`src/rtl/recency_pkg.sv`:
```
package recency_pkg;

    typedef enum logic [1:0] {
        INS_LRU     = 2'd0,
        INS_TAIL    = 2'd1,
        INS_BIMODAL = 2'd2,
        INS_LRU_ALT = 2'd3
    } ins_policy_e;

    typedef struct packed {
        logic valid;
        logic hit;
    } acc_kind_t;

    localparam int              COIN_LFSR_W   = 16;
    localparam logic [15:0]     COIN_SEED     = 16'hACE1;
    localparam logic [15:0]     COIN_TAPS     = 16'hB400;   // bits 15,13,12,10
    localparam int              COIN_BITS     = 5;          // 1 in 32

    // Decide whether a refilled line goes to the most-recent end.
    function automatic logic front_on_miss(ins_policy_e pol, logic coin);
        logic r;
        case (pol)
            INS_TAIL:    r = 1'b0;
            INS_BIMODAL: r = coin;
            default:     r = 1'b1;
        endcase
        return r;
    endfunction

endpackage

```
`src/rtl/recency_coin.sv`:
```
module recency_coin #(
    parameter int              WIDTH = recency_pkg::COIN_LFSR_W,
    parameter logic [WIDTH-1:0] SEED = recency_pkg::COIN_SEED,
    parameter logic [WIDTH-1:0] TAPS = recency_pkg::COIN_TAPS,
    parameter int              ZERO_BITS = recency_pkg::COIN_BITS
) (
    input  logic clk,
    input  logic rst,
    input  logic advance,
    output logic coin
);
    logic [WIDTH-1:0] state_q;

    always_ff @(posedge clk) begin
        if (rst)
            state_q <= SEED;
        else if (advance)
            state_q <= {state_q[WIDTH-2:0], ^(state_q & TAPS)};
    end

    assign coin = (state_q[ZERO_BITS-1:0] == '0);
endmodule

```
`src/rtl/recency_reorder.sv`:
```
module recency_reorder
    import recency_pkg::*;
#(
    parameter int WAYS  = 16,
    parameter int WAY_W = $clog2(WAYS),
    localparam int FLAT_W = WAYS * WAY_W
) (
    input  logic [FLAT_W-1:0] order_i,
    input  acc_kind_t         kind,
    input  logic [WAY_W-1:0]  acc_way,
    input  logic              front_miss,
    output logic [FLAT_W-1:0] order_o
);
    logic [WAY_W-1:0] cur [WAYS];
    logic [WAYS-1:0]  hit_vec;
    logic [WAYS-1:0]  move_vec;
    logic [WAYS-1:0]  shift_vec;
    logic [WAY_W-1:0] sel_way;

    always_comb begin
        for (int p = 0; p < WAYS; p++) begin
            cur[p]     = order_i[p*WAY_W +: WAY_W];
            hit_vec[p] = (cur[p] == acc_way);
        end
        sel_way = kind.hit ? acc_way : cur[WAYS-1];
        if (!kind.valid)
            move_vec = '0;
        else if (kind.hit)
            move_vec = hit_vec;
        else if (front_miss)
            move_vec = {1'b1, {(WAYS-1){1'b0}}};
        else
            move_vec = '0;
    end

    // shift_vec[p] is set when the moving entry sits at position p or deeper
    always_comb begin
        logic acc;
        acc = 1'b0;
        for (int p = WAYS-1; p >= 0; p--) begin
            acc          = acc | move_vec[p];
            shift_vec[p] = acc;
        end
    end

    always_comb begin
        order_o[0 +: WAY_W] = shift_vec[0] ? sel_way : cur[0];
        for (int p = 1; p < WAYS; p++)
            order_o[p*WAY_W +: WAY_W] = shift_vec[p] ? cur[p-1] : cur[p];
    end
endmodule

```
`src/rtl/recency_stack.sv`:
```
module recency_stack
    import recency_pkg::*;
#(
    parameter int WAYS = 16,
    localparam int WAY_W  = $clog2(WAYS),
    localparam int FLAT_W = WAYS * WAY_W
) (
    input  logic              clk,
    input  logic              rst,
    input  logic              acc_valid,
    input  logic              acc_hit,
    input  logic [WAY_W-1:0]  acc_way,
    input  logic [1:0]        policy,
    output logic [WAY_W-1:0]  victim_way,
    output logic [FLAT_W-1:0] order_o
);
    logic [FLAT_W-1:0] order_q;
    logic [FLAT_W-1:0] order_d;
    acc_kind_t         kind;
    logic              coin;
    logic              front_miss;

    assign kind.valid = acc_valid;
    assign kind.hit   = acc_hit;
    assign front_miss = front_on_miss(ins_policy_e'(policy), coin);

    recency_coin u_coin (
        .clk     (clk),
        .rst     (rst),
        .advance (acc_valid & ~acc_hit),
        .coin    (coin)
    );

    recency_reorder #(.WAYS(WAYS), .WAY_W(WAY_W)) u_reorder (
        .order_i    (order_q),
        .kind       (kind),
        .acc_way    (acc_way),
        .front_miss (front_miss),
        .order_o    (order_d)
    );

    always_ff @(posedge clk) begin
        if (rst) begin
            for (int i = 0; i < WAYS; i++)
                order_q[i*WAY_W +: WAY_W] <= WAY_W'(i);
        end else begin
            order_q <= order_d;
        end
    end

    assign victim_way = order_q[(WAYS-1)*WAY_W +: WAY_W];
    assign order_o    = order_q;
endmodule

```
`config.mk`:
```
export PLATFORM = sky130hd
export DESIGN_NAME = recency_stack
export DESIGN_NICKNAME = d
export VERILOG_FILES = /design/src/rtl/recency_pkg.sv /design/src/rtl/recency_coin.sv /design/src/rtl/recency_reorder.sv /design/src/rtl/recency_stack.sv
export SDC_FILE = /design/constraint.sdc
export NUM_CORES = 1
export LEC_CHECK = 0
export CAP_MARGIN = 5
export CORE_MARGIN = 8
export CORE_UTILIZATION = 52
export DETAILED_ROUTE_END_ITERATION = 7
export DONT_BUFFER_PORTS = 1
export GPL_TIMING_DRIVEN = 0
export PLACE_DENSITY_LB_ADDON = 0.12
export SLEW_MARGIN = 20
export SYNTH_ARGS = -nofsm -noshare
export SYNTH_HDL_FRONTEND = slang
export SYNTH_SLANG_ARGS = --single-unit
```
`constraint.sdc`:
```
create_clock -name clk -period 4 [get_ports clk]
set_input_delay 0.8 -clock clk [delete_from_list [all_inputs] [get_ports clk]]
set_output_delay 0.8 -clock clk [all_outputs]
set_load 0.01 [all_outputs]
```
==> flow_summary.yaml <==
placed_design:
  portBuffers: 0
  hpwlAfterDp_um: 7240
  pre_cts_ws_ns: 0.881
  dpl_cell_area_sq_um: 4120
  gp_congestion: 0.759
sta:
  whs_ns: 0.456
  drv_slew: 0
  tightest_slew_ns: 0.732
  fin_ws_ns: 1.25
  finalSetupTns_ns: 0
  min_period_over_period_pct: 68.8
  setup_viol: 0
  slew_headroom_pct: 50.8
  rsz0062_at_grt: "false"
  fmax_ghz: 0.363
  post-route-min-period_ns: 2.75
  hold_violations: 0
  skew_ns: 0.0134
logic_synthesis:
  ys_types: 45
  ys_ff_latch: 80
  syn_area_per_cell_sq_um: 8.96
  yosysSeqAreaShare_pct: 40.1
  syn-num-nets: 456
  netlist_area_sq_um: 4000
  synthCells: 446
  ys_warn_count: 0
floorplan:
  io_pins: 78
  rows: 32
  dieArea_sq_um: 10700
  die_w_um: 104
  die_h_um: 104
  start_util_pct: 52.8
  core_area_sq_um: 7570
drt:
  drcViolationCount: 0
  drt_iter0_drc: 132
  wl_per_cell_um: 17.7
  via_count: 3065
  ant_nets: 0
  dr.pass1.iters: 5
  wirelength_um: 9960
  routed_via_density: 5.43
critical_path:
  worst-path-max-fanout: 10
  arrival_ns: 3.03
  cp_cell_sequence: "buf_4 > nand2_1 > a211oi_1 > a31o_1 > or4_4 > buf_6 > nor3_4 > mux2i_1"
  rr_worst_depth: 8
  max_stage_delay_ns: 0.57
  end_kind: "flop"
  crit_family: "simple AND/OR/NAND/NOR gates"
  path_buf_inv: 2
  startpoint_type: "primary input"
  worst_path_max_delay_cell: "or4_4"
  path_class: "primary input to flop"
  path_depth: 8
  cp.required_ns: 4.28
pwr:
  p_comb_share_pct: 19.3
  switching_share_pct: 30.9
  finalPower_mw: 2.00
  power_leakage_nw: 1.78
  p_int_mw: 1.38
  clkPwrFrac_pct: 30.5
  irDropWorstVdd_v: 0.000186
  power.switching_uw: 617
  power_density_nw_per_um2: 462
  seq_power_share_pct: 50.2
status:
  outcome: "complete, no violations"
final_layout:
  n_fill_cell: 711
  mostFrequentLayoutCells: "nand2_1 (80), dfxtp_1 (80), mux2i_1 (56)"
  area_growth_pct: 8.17
  diodes: 0
  nNetsFinal: 467
  layout-drive-gt1-share_pct: 9.74
  seq_area_sq_um: 1600
  design_area_sq_um: 4320
  multi_input_area_sq_um: 2200
cts:
  cts-buffers-inserted: 9
  cts_resized: 0
  cts_setup_buffers: 0
  clk_latency_ns: 0.35
  path_clk_slew_ns: 0.08
  cts_max_path_buffers: 2
  cts_hold_buf: 0
  htree_levels: 3
  cts_root_buffer: "clkbuf_8"
  cts_tree: "built"
  cts_sinks: 80
grt:
  grt_max_degree: 13
  grt_pass1_wl_um: 16300
  grt_use_total_pct: 18.5
  antenna_found_initial: 0
  first_global_vias: 3057
  overflow: 0
min_path:
  hp-class: "flop to flop"
  holdPathStages: 2
job:
  maxCapViolCount: 0
## state kept, by name, indices dropped and copies added, names as in the netlist
signal / flops
order_o: 64
u_coin.state_q: 16
## per-layer routing
metal  vias up  global-route usage (%)  wire, um
met5         -                       0         0
met4         0                    7.45       140
met3        11                    7.99       910
met2        98                    30.1      4760
met1      1447                    21.0      4140
li1       1509                       -         -
## logic make-up (layout without fill, tap and decap cells)
kind of cell	Yosys count	count (layout)	share of synthesized area [%]
simple gates	174	174	20.4
compound gates	35	35	5.67
buf+inv	36	52	4.82
flops	80	80	40.1
xor+xnor	62	62	14.2
mux	59	59	14.9
## worst register-to-register path: stages (launching register included)
cell	delay (ns)
dfxtp_1	0.39
or2_1	0.25
a2111oi_0	0.52
o21ai_1	0.15
nand3_1	0.17
buf_1	0.45
a31oi_1	0.25
mux2i_1	0.22
nand2_1	0.06
## path summary, 6_finish.rpt
check	endpoint	startpoint	slack, ns
hold / removal	u_coin.state_q[12]$_SDFFE_PP0P_	u_coin.state_q[11]$_SDFFE_PP1P_	0.46
setup reg to reg	order_o[50]$_SDFFE_PP1P_	order_o[55]$_SDFFE_PP1P_	1.42
hold reg to reg	u_coin.state_q[12]$_SDFFE_PP0P_	u_coin.state_q[11]$_SDFFE_PP1P_	0.46
setup / recovery	order_o[24]$_SDFFE_PP0P_	acc_hit	1.25
## power by group through the flow
stage / combinational [mW] / sequential (mW) / clock, mW
floorplan: 0.326 / 0.990 / 0
global placement: 0.376 / 1.02 / 0
detailed placement: 0.385 / 1.02 / 0
CTS: 0.387 / 1.00 / 0.623
global route: 0.425 / 1.02 / 0.662
finish: 0.384 / 1.00 / 0.609
## synth_stat cells (all sizes together)
| master | number | area (sq um) |
|---|---|---|
| and2 | 2 | 12.5 |
| nor2b | 4 | 25.0 |
| mux2 | 3 | 33.8 |
| nor2 | 38 | 150 |
| o221ai | 1 | 8.76 |
| o22ai | 1 | 6.26 |
| xnor2 | 39 | 342 |
| a21oi | 11 | 55.1 |
| a31oi | 1 | 6.26 |
| dfxtp | 80 | 1600 |
| o211ai | 6 | 45.0 |
| inv | 3 | 11.3 |
| buf | 16 | 118 |
| nand4 | 2 | 12.5 |
| nand2 | 80 | 300 |
| o2111ai | 1 | 8.76 |
| o41ai | 1 | 8.76 |
| nand3 | 22 | 115 |
| or4 | 3 | 26.3 |
| clkinv | 1 | 3.75 |
| a31o | 2 | 17.5 |
| o21ba | 1 | 10.0 |
| a211oi | 1 | 7.51 |
| a2111oi | 2 | 17.5 |
| o21ai | 7 | 35.0 |
| mux2i | 56 | 561 |
| nand2b | 4 | 25.0 |
| xor2 | 23 | 224 |
| nor3 | 16 | 130 |
| or2 | 3 | 18.8 |
| clkbuf | 16 | 60.1 |
## cell type report
| type | count | area share (%) |
|---|---|---|
| Inverter | 4 | 0.347 |
| Clock inverter | 3 | 0.926 |
| Clock buffer | 13 | 3.68 |
| Multi-Input combinational cell | 330 | 50.9 |
| Tap cell | 102 | 2.95 |
| Buffer | 32 | 4.11 |
| Sequential cell | 80 | 37.0 |
## through the flow
stage	std cells	utilization, %
floorplan	446	-
global placement	548	54.5
detailed placement	548	54.5
CTS	564	57.1
global route	564	57.1
finish	564	57.1
Power figures use the tool's default switching activity.
